**config.mk**
```make
export PLATFORM = sky130hd
export DESIGN_NAME = stack_seq
export DESIGN_NICKNAME = d
export VERILOG_FILES = /design/src/rtl/stack_seq_pkg.sv /design/src/rtl/stack_seq_plan.sv /design/src/rtl/stack_seq_ptr.sv /design/src/rtl/stack_seq_win.sv /design/src/rtl/stack_seq.sv
export SDC_FILE = /design/constraint.sdc
export NUM_CORES = 1
export LEC_CHECK = 0
export CORE_UTILIZATION = 40
export DETAILED_ROUTE_END_ITERATION = 16
export PLACE_DENSITY = 0.78
export REMOVE_ABC_BUFFERS = 1
export SYNTH_ARGS = -nofsm -noshare
export SYNTH_HDL_FRONTEND = slang
export SYNTH_SLANG_ARGS = --single-unit
```
**constraint.sdc**
```tcl
create_clock -name clk_i -period 3.1 [get_ports clk_i]
set_input_delay 0.775 -clock clk_i [delete_from_list [all_inputs] [get_ports clk_i]]
set_output_delay 0.775 -clock clk_i [all_outputs]
set_load 0.01 [all_outputs]
```
**src/rtl/stack_seq_pkg.sv**
```systemverilog
package stack_seq_pkg;
  localparam int unsigned SP_W   = 16;
  localparam int unsigned BYTE_W = 8;
  localparam int unsigned CMD_W  = 3;
  localparam int unsigned STEP_W = 2;
  localparam int unsigned NCMD   = 6;

  typedef enum logic [CMD_W-1:0] {
    CMD_INTR = 3'd0,
    CMD_CALL = 3'd1,
    CMD_PUSH = 3'd2,
    CMD_RETI = 3'd3,
    CMD_RET  = 3'd4,
    CMD_POP  = 3'd5
  } cmd_e;

  typedef enum logic [2:0] {
    FLD_PSW,
    FLD_PC_HI,
    FLD_PC_LO,
    FLD_PR_HI,
    FLD_PR_LO
  } fld_e;

  typedef enum logic [1:0] {
    ST_IDLE,
    ST_XFER,
    ST_WAIT
  } st_e;

  function automatic logic cmd_known(input logic [CMD_W-1:0] c);
    return c < CMD_W'(NCMD);
  endfunction
endpackage

```
**src/rtl/stack_seq_plan.sv**
```systemverilog
// Per-command byte layout: which field moves at each step, direction, last step.
module stack_seq_plan
  import stack_seq_pkg::*;
(
  input  logic [CMD_W-1:0]  cmd_i,
  input  logic [STEP_W-1:0] step_i,
  output fld_e              fld_o,
  output logic              wr_o,
  output logic              last_o
);
  always_comb begin
    fld_o  = FLD_PC_LO;
    wr_o   = 1'b0;
    last_o = 1'b1;
    unique case (cmd_i)
      CMD_INTR: begin
        wr_o   = 1'b1;
        last_o = (step_i == STEP_W'(2));
        case (step_i)
          STEP_W'(0): fld_o = FLD_PSW;
          STEP_W'(1): fld_o = FLD_PC_HI;
          default:    fld_o = FLD_PC_LO;
        endcase
      end
      CMD_CALL: begin
        wr_o   = 1'b1;
        last_o = (step_i == STEP_W'(1));
        fld_o  = (step_i == STEP_W'(0)) ? FLD_PC_HI : FLD_PC_LO;
      end
      CMD_PUSH: begin
        wr_o   = 1'b1;
        last_o = (step_i == STEP_W'(1));
        fld_o  = (step_i == STEP_W'(0)) ? FLD_PR_HI : FLD_PR_LO;
      end
      CMD_RETI: begin
        last_o = (step_i == STEP_W'(2));
        case (step_i)
          STEP_W'(0): fld_o = FLD_PC_LO;
          STEP_W'(1): fld_o = FLD_PC_HI;
          default:    fld_o = FLD_PSW;
        endcase
      end
      CMD_RET: begin
        last_o = (step_i == STEP_W'(1));
        fld_o  = (step_i == STEP_W'(0)) ? FLD_PC_LO : FLD_PC_HI;
      end
      CMD_POP: begin
        last_o = (step_i == STEP_W'(1));
        fld_o  = (step_i == STEP_W'(0)) ? FLD_PR_LO : FLD_PR_HI;
      end
      default: begin
        fld_o  = FLD_PC_LO;
        wr_o   = 1'b0;
        last_o = 1'b1;
      end
    endcase
  end
endmodule

```
**src/rtl/stack_seq_ptr.sv**
```systemverilog
// Stack pointer: deliberately not reset, must be loaded before use.
module stack_seq_ptr
  import stack_seq_pkg::*;
(
  input  logic            clk_i,
  input  logic            ld_i,
  input  logic [SP_W-1:0] ld_val_i,
  input  logic            dec_i,
  input  logic            inc_i,
  output logic [SP_W-1:0] sp_o
);
  logic [SP_W-1:0] sp_q;

  always_ff @(posedge clk_i) begin
    if (ld_i)       sp_q <= ld_val_i;
    else if (dec_i) sp_q <= sp_q - SP_W'(1);
    else if (inc_i) sp_q <= sp_q + SP_W'(1);
  end

  assign sp_o = sp_q;
endmodule

```
**src/rtl/stack_seq_win.sv**
```systemverilog
module stack_seq_win
  import stack_seq_pkg::*;
#(
  parameter logic [SP_W-1:0] LO = 16'hFE00,
  parameter logic [SP_W-1:0] HI = 16'hFEFF
) (
  input  logic            act_i,
  input  logic [SP_W-1:0] addr_i,
  output logic            err_o
);
  assign err_o = act_i && ((addr_i < LO) || (addr_i > HI));
endmodule

```
**src/rtl/stack_seq.sv**
```systemverilog
module stack_seq
  import stack_seq_pkg::*;
#(
  parameter logic [15:0] RAM_LO = 16'hFE00,
  parameter logic [15:0] RAM_HI = 16'hFEFF
) (
  input  logic        clk_i,
  input  logic        rst_ni,
  input  logic        cmd_valid_i,
  input  logic [2:0]  cmd_i,
  input  logic [15:0] pc_i,
  input  logic [7:0]  psw_i,
  input  logic [15:0] pair_i,
  output logic        busy_o,
  output logic        done_o,
  output logic [15:0] pc_o,
  output logic [7:0]  psw_o,
  output logic [15:0] pair_o,
  input  logic        sp_load_i,
  input  logic [15:0] sp_data_i,
  output logic [15:0] sp_o,
  output logic [15:0] mem_addr_o,
  output logic        mem_we_o,
  output logic        mem_re_o,
  output logic [7:0]  mem_wdata_o,
  input  logic [7:0]  mem_rdata_i,
  output logic        range_err_o
);
  st_e               state_q;
  logic [CMD_W-1:0]  cmd_q;
  logic [STEP_W-1:0] step_q;
  logic [SP_W-1:0]   spc_q, spr_q;
  logic [BYTE_W-1:0] sps_q;
  logic [SP_W-1:0]   rpc_q, rpr_q;
  logic [BYTE_W-1:0] rps_q;
  logic              done_q;

  fld_e              fld;
  logic              wr, last;
  logic              accept, finish;
  logic [SP_W-1:0]   sp;

  assign accept = cmd_valid_i && (state_q == ST_IDLE) && cmd_known(cmd_i);

  stack_seq_plan i_plan (
    .cmd_i  (cmd_q),
    .step_i (step_q),
    .fld_o  (fld),
    .wr_o   (wr),
    .last_o (last)
  );

  assign mem_we_o = (state_q == ST_XFER) && wr;
  assign mem_re_o = (state_q == ST_XFER) && !wr;

  stack_seq_ptr i_ptr (
    .clk_i    (clk_i),
    .ld_i     (sp_load_i && (state_q == ST_IDLE)),
    .ld_val_i (sp_data_i),
    .dec_i    (mem_we_o),
    .inc_i    (mem_re_o),
    .sp_o     (sp)
  );

  // pre-decrement address on writes, current pointer on reads
  assign mem_addr_o = wr ? (sp - SP_W'(1)) : sp;

  always_comb begin
    unique case (fld)
      FLD_PSW:   mem_wdata_o = sps_q;
      FLD_PC_HI: mem_wdata_o = spc_q[15:8];
      FLD_PC_LO: mem_wdata_o = spc_q[7:0];
      FLD_PR_HI: mem_wdata_o = spr_q[15:8];
      default:   mem_wdata_o = spr_q[7:0];
    endcase
  end

  stack_seq_win #(.LO(RAM_LO), .HI(RAM_HI)) i_win (
    .act_i  (mem_we_o || mem_re_o),
    .addr_i (mem_addr_o),
    .err_o  (range_err_o)
  );

  assign finish = ((state_q == ST_XFER) && wr && last) ||
                  ((state_q == ST_WAIT) && last);

  always_ff @(posedge clk_i or negedge rst_ni) begin
    if (!rst_ni) begin
      state_q <= ST_IDLE;
      cmd_q   <= '0;
      step_q  <= '0;
      spc_q   <= '0;
      spr_q   <= '0;
      sps_q   <= '0;
      done_q  <= 1'b0;
    end else begin
      done_q <= finish;
      unique case (state_q)
        ST_IDLE: begin
          if (accept) begin
            state_q <= ST_XFER;
            cmd_q   <= cmd_i;
            step_q  <= '0;
            spc_q   <= pc_i;
            sps_q   <= psw_i;
            spr_q   <= pair_i;
          end
        end
        ST_XFER: begin
          if (!wr)       state_q <= ST_WAIT;
          else if (last) state_q <= ST_IDLE;
          else           step_q  <= step_q + STEP_W'(1);
        end
        ST_WAIT: begin
          if (last) begin
            state_q <= ST_IDLE;
          end else begin
            state_q <= ST_XFER;
            step_q  <= step_q + STEP_W'(1);
          end
        end
        default: state_q <= ST_IDLE;
      endcase
    end
  end

  // restored values: only touched in the data-return cycle of a restore
  always_ff @(posedge clk_i or negedge rst_ni) begin
    if (!rst_ni) begin
      rpc_q <= '0;
      rps_q <= '0;
      rpr_q <= '0;
    end else if (state_q == ST_WAIT) begin
      unique case (fld)
        FLD_PSW:   rps_q        <= mem_rdata_i;
        FLD_PC_HI: rpc_q[15:8]  <= mem_rdata_i;
        FLD_PC_LO: rpc_q[7:0]   <= mem_rdata_i;
        FLD_PR_HI: rpr_q[15:8]  <= mem_rdata_i;
        default:   rpr_q[7:0]   <= mem_rdata_i;
      endcase
    end
  end

  assign busy_o = (state_q != ST_IDLE);
  assign done_o = done_q;
  assign pc_o   = rpc_q;
  assign psw_o  = rps_q;
  assign pair_o = rpr_q;
  assign sp_o   = sp;
endmodule

```
==> results.md <==
* Run status: finished, violations left
* Violations in the final reports: setup timing
* Adder-Cell Fraction of Synth Area at 0.02513
* Overflow after GRT at 0
* Element type at the critical path end: output port
* Post-synthesis cell type with the largest combined area: dfrtp_1
* P per Cell Area at 1150 mW/mm2
* Worst-margin pin slew at 602.4 ps
* Peak supply drop at 595.0 uV
* Maximum clock frequency at 308.7 MHz
* Die footprint at 0.01417 mm2
* Number of warnings issued by yosys at 0
* CTS Root Cell: clkbuf_16
* Vias in the first global route at 4,779
* Setup repair after global routing missed its margin: yes
* CTS H-Tree Depth at 3
* Per-cell via count in the routed design at 5.363
* First-pass GRT wire length at 24.87 mm
* Global routing usage summed across all routing layers at 0.2260
* Layout area overhead at 47.44%
* Top area cells in the synthesized netlist: dfrtp_1, mux2_2, edfxtp_1, xnor2_1, ha_1
* Mean post-synth cell area at 11.27 um2
* TritonCTS clock tree: built
* Detailed Routing Iterations Pass 1 at 5
* Top-count cell post-synth: dfrtp_1
* Xor and xnor area share after synthesis at 0.05276
* Final weighted congestion in routability-driven placement at 0.8991
* Overall die width at 119.0 um
* Largest net degree at the start of global routing at 49
* Power Total at 0.009288 W
* Multiplexer area fraction after synthesis at 0.1722
* Number of top-level pins at 156
* Antenna fix cells at 0
* Post-synth EDFFs at 16
* Final critical delay including setup and external delays at 3240 ps
* # fillers at 1,030
* Residual DRC count at 0
* Longest Clk Path Bufs at 2
* Pre-CTS WS at -182.2 ps
* Async set-or-reset flop fraction in the synthesized netlist at 0.8462
* Inserted Clock Buffers at 9
* Total Wirelength at 15.69 mm
* Number of register bits inferred by synthesis at 104
* Largest family of logic cells by synthesized area: multiplexers
* Worst min-delay path class: input port to asynchronous set/reset pin
* Vertical die dimension at 119.0 um
* Critical path start-end classification: flop to output port
* Final routed wire length divided by cell count at 18.09 um
* CTS sink count at 104
* Later-pin clock latency in the skew report at 350 ps
* Compound-Gate Fraction of Synth Area at 0.1172
* Count of mapped cells out of synthesis at 486
* Number of routed nets with antenna violations at 0
* Data arrival, critical path at 2460 ps
* Sequential cell area fraction in the yosys report at 0.4897
* Net count, final at 768
* Post-detailed-placement half-perimeter wirelength at 11.23 mm
* Post-CTS Hold Fix Bufs at 0
* Row count at 42
* Required time of the critical path at 2320 ps
* Core area at 0.01330 mm2
* Clock-pin slew on the worst setup and hold paths at 70 ps
* Total setup violations reported at the end of the flow at 1
* Hold Fails Final Rpt at 0
* Mapped Area at 0.005478 mm2
* Area share of and/or/nand/nor cells after synthesis at 0.1064
* Largest driver fanout on the critical path at 3
* Number of port buffers at 155
* Drt first-iter violations at 292
* Vias at 4,650
* Top cell types by occurrence after synthesis: dfrtp_1, mux2_2, nand2_1
* Minimum setup slack in the final design at -139.6 ps
* Main flop type after synthesis: dfrtp_1
* Fin crit share at 1.045
* Library cells used by synthesis at 58
* Rel. slew slack at 0.5984
* Post-synth top area share at 0.4020
* Startpoint kind of the worst setup timing path: flop
* Reported leakage power at 3.278 nW
* Antenna violations before repair at 0
* Share of layout cells above drive strength 1 at 0.3184
* Number of max-slew violations in the final report at 0
* Maxcap violations at 0
* Clock skew at 6.475 ps
* Starting density of the core at 0.4120
## layout by cell type, fill, tap and decap left out, types with 14 or more instances in the layout
master and count:
xor2_1 14, clkdlybuf4s50_1 134, buf_4 61, nand2_1 34, dfrtp_1 86, xnor2_1 19, nor2_1 30, edfxtp_1 16
o21ai_0 16, mux2_2 82
## flip-flops by register name (all words and copies together) (netlist names)
name        flops
step_q          2
state_q         2
spc_q          16
psw_o           8
spr_q          16
sps_q           8
pc_o           16
i_ptr.sp_o     16
done_o          1
cmd_q           3
pair_o         16
## path summary, 6_finish.rpt
path | slack [ps] | cells after the start | start | endpoint
setup / recovery | -140 | 9 | i_ptr.sp_o[1] | range_err_o
hold / removal | 420 | 1 | rst_ni | pc_o[0]
setup reg to reg | 630 | 9 | i_ptr.sp_o[1] | i_ptr.sp_o[6]
hold reg to reg | 510 | 1 | psw_o[3] | psw_o[3]
max in group asynchronous | 1940 | 2 | rst_ni | pair_o[10]
min in group clk_i | 510 | 1 | psw_o[3] | psw_o[3]
## metal layers
metal | vias to the layer above | global-route usage | share of wire
met2 | 213 | 0.3743 | 0.47
met1 | 2253 | 0.2775 | 0.42
met5 | - | 0 | 0
li1 | 2154 | - | -
met3 | 30 | 0.05987 | 0.084
met4 | 0 | 0.09494 | 0.022
## repair_timing
item | in CTS | in global routing
cloned | 0 | 1
resized for setup | 83 | 37
setup endpoints to repair | 21 | 20
buffers inserted | 15 | 4
pin swaps | 12 | 17
## logic make-up after synthesis
group                      after synthesis
AOI/OAI and AO/OA                       91
DFF                                    104
muxes                                   84
and+or+nand+nor                        117
xor gates and xnor gates                33
adders and majority gates               11
buffers and inverters                   46
## power by group
part | internal, W | switching [W] | total [W] | leakage, nW
sequential | 0.00217 | 0.000597 | 0.00276 | 1.20
combinational | 0.00288 | 0.00254 | 0.00541 | 1.94
clock | 0.000581 | 0.000532 | 0.00111 | 0.139
## cell type report
cell class	count	area (um2)	share of cell area
Inverter	15	61.31	0.007591
Sequential cell	104	2685	0.3325
Timing Repair Buffer	220	1979	0.2451
Clock inverter	5	45.04	0.005577
Tap cell	176	220.2	0.02727
Multi-Input combinational cell	336	2843	0.3520
Clock buffer	11	242.7	0.03005
## worst max-delay path, stage by stage (launching register included)
cell,delay (ps)
edfxtp_1,390
inv_1,120
ha_4,150
or3b_4,400
nor3_4,230
buf_4,150
xor2_1,130
a31oi_1,90
o41a_1,310
buf_2,150
## per-stage QoR
| stage | area [um2] | utilization | TNS [ps] | hold WS, ps | cells |
|---|---|---|---|---|---|
| after global routing | 8077 | 0.6075 | -483.0 | 467.5 | 867 |
| after CTS | 7935 | 0.5968 | -197.3 | 435.7 | 864 |
| after detailed placement | 7456 | 0.5608 | -1359 | 494.2 | 833 |
| after floorplan | 5334 | - | 0 | 479.4 | 455 |
| after global placement | 7456 | 0.5608 | -389.9 | 488.2 | 833 |
| final | 8077 | 0.6075 | -139.6 | 419.4 | 867 |
Note: power is estimated with default switching activity, not from simulation.
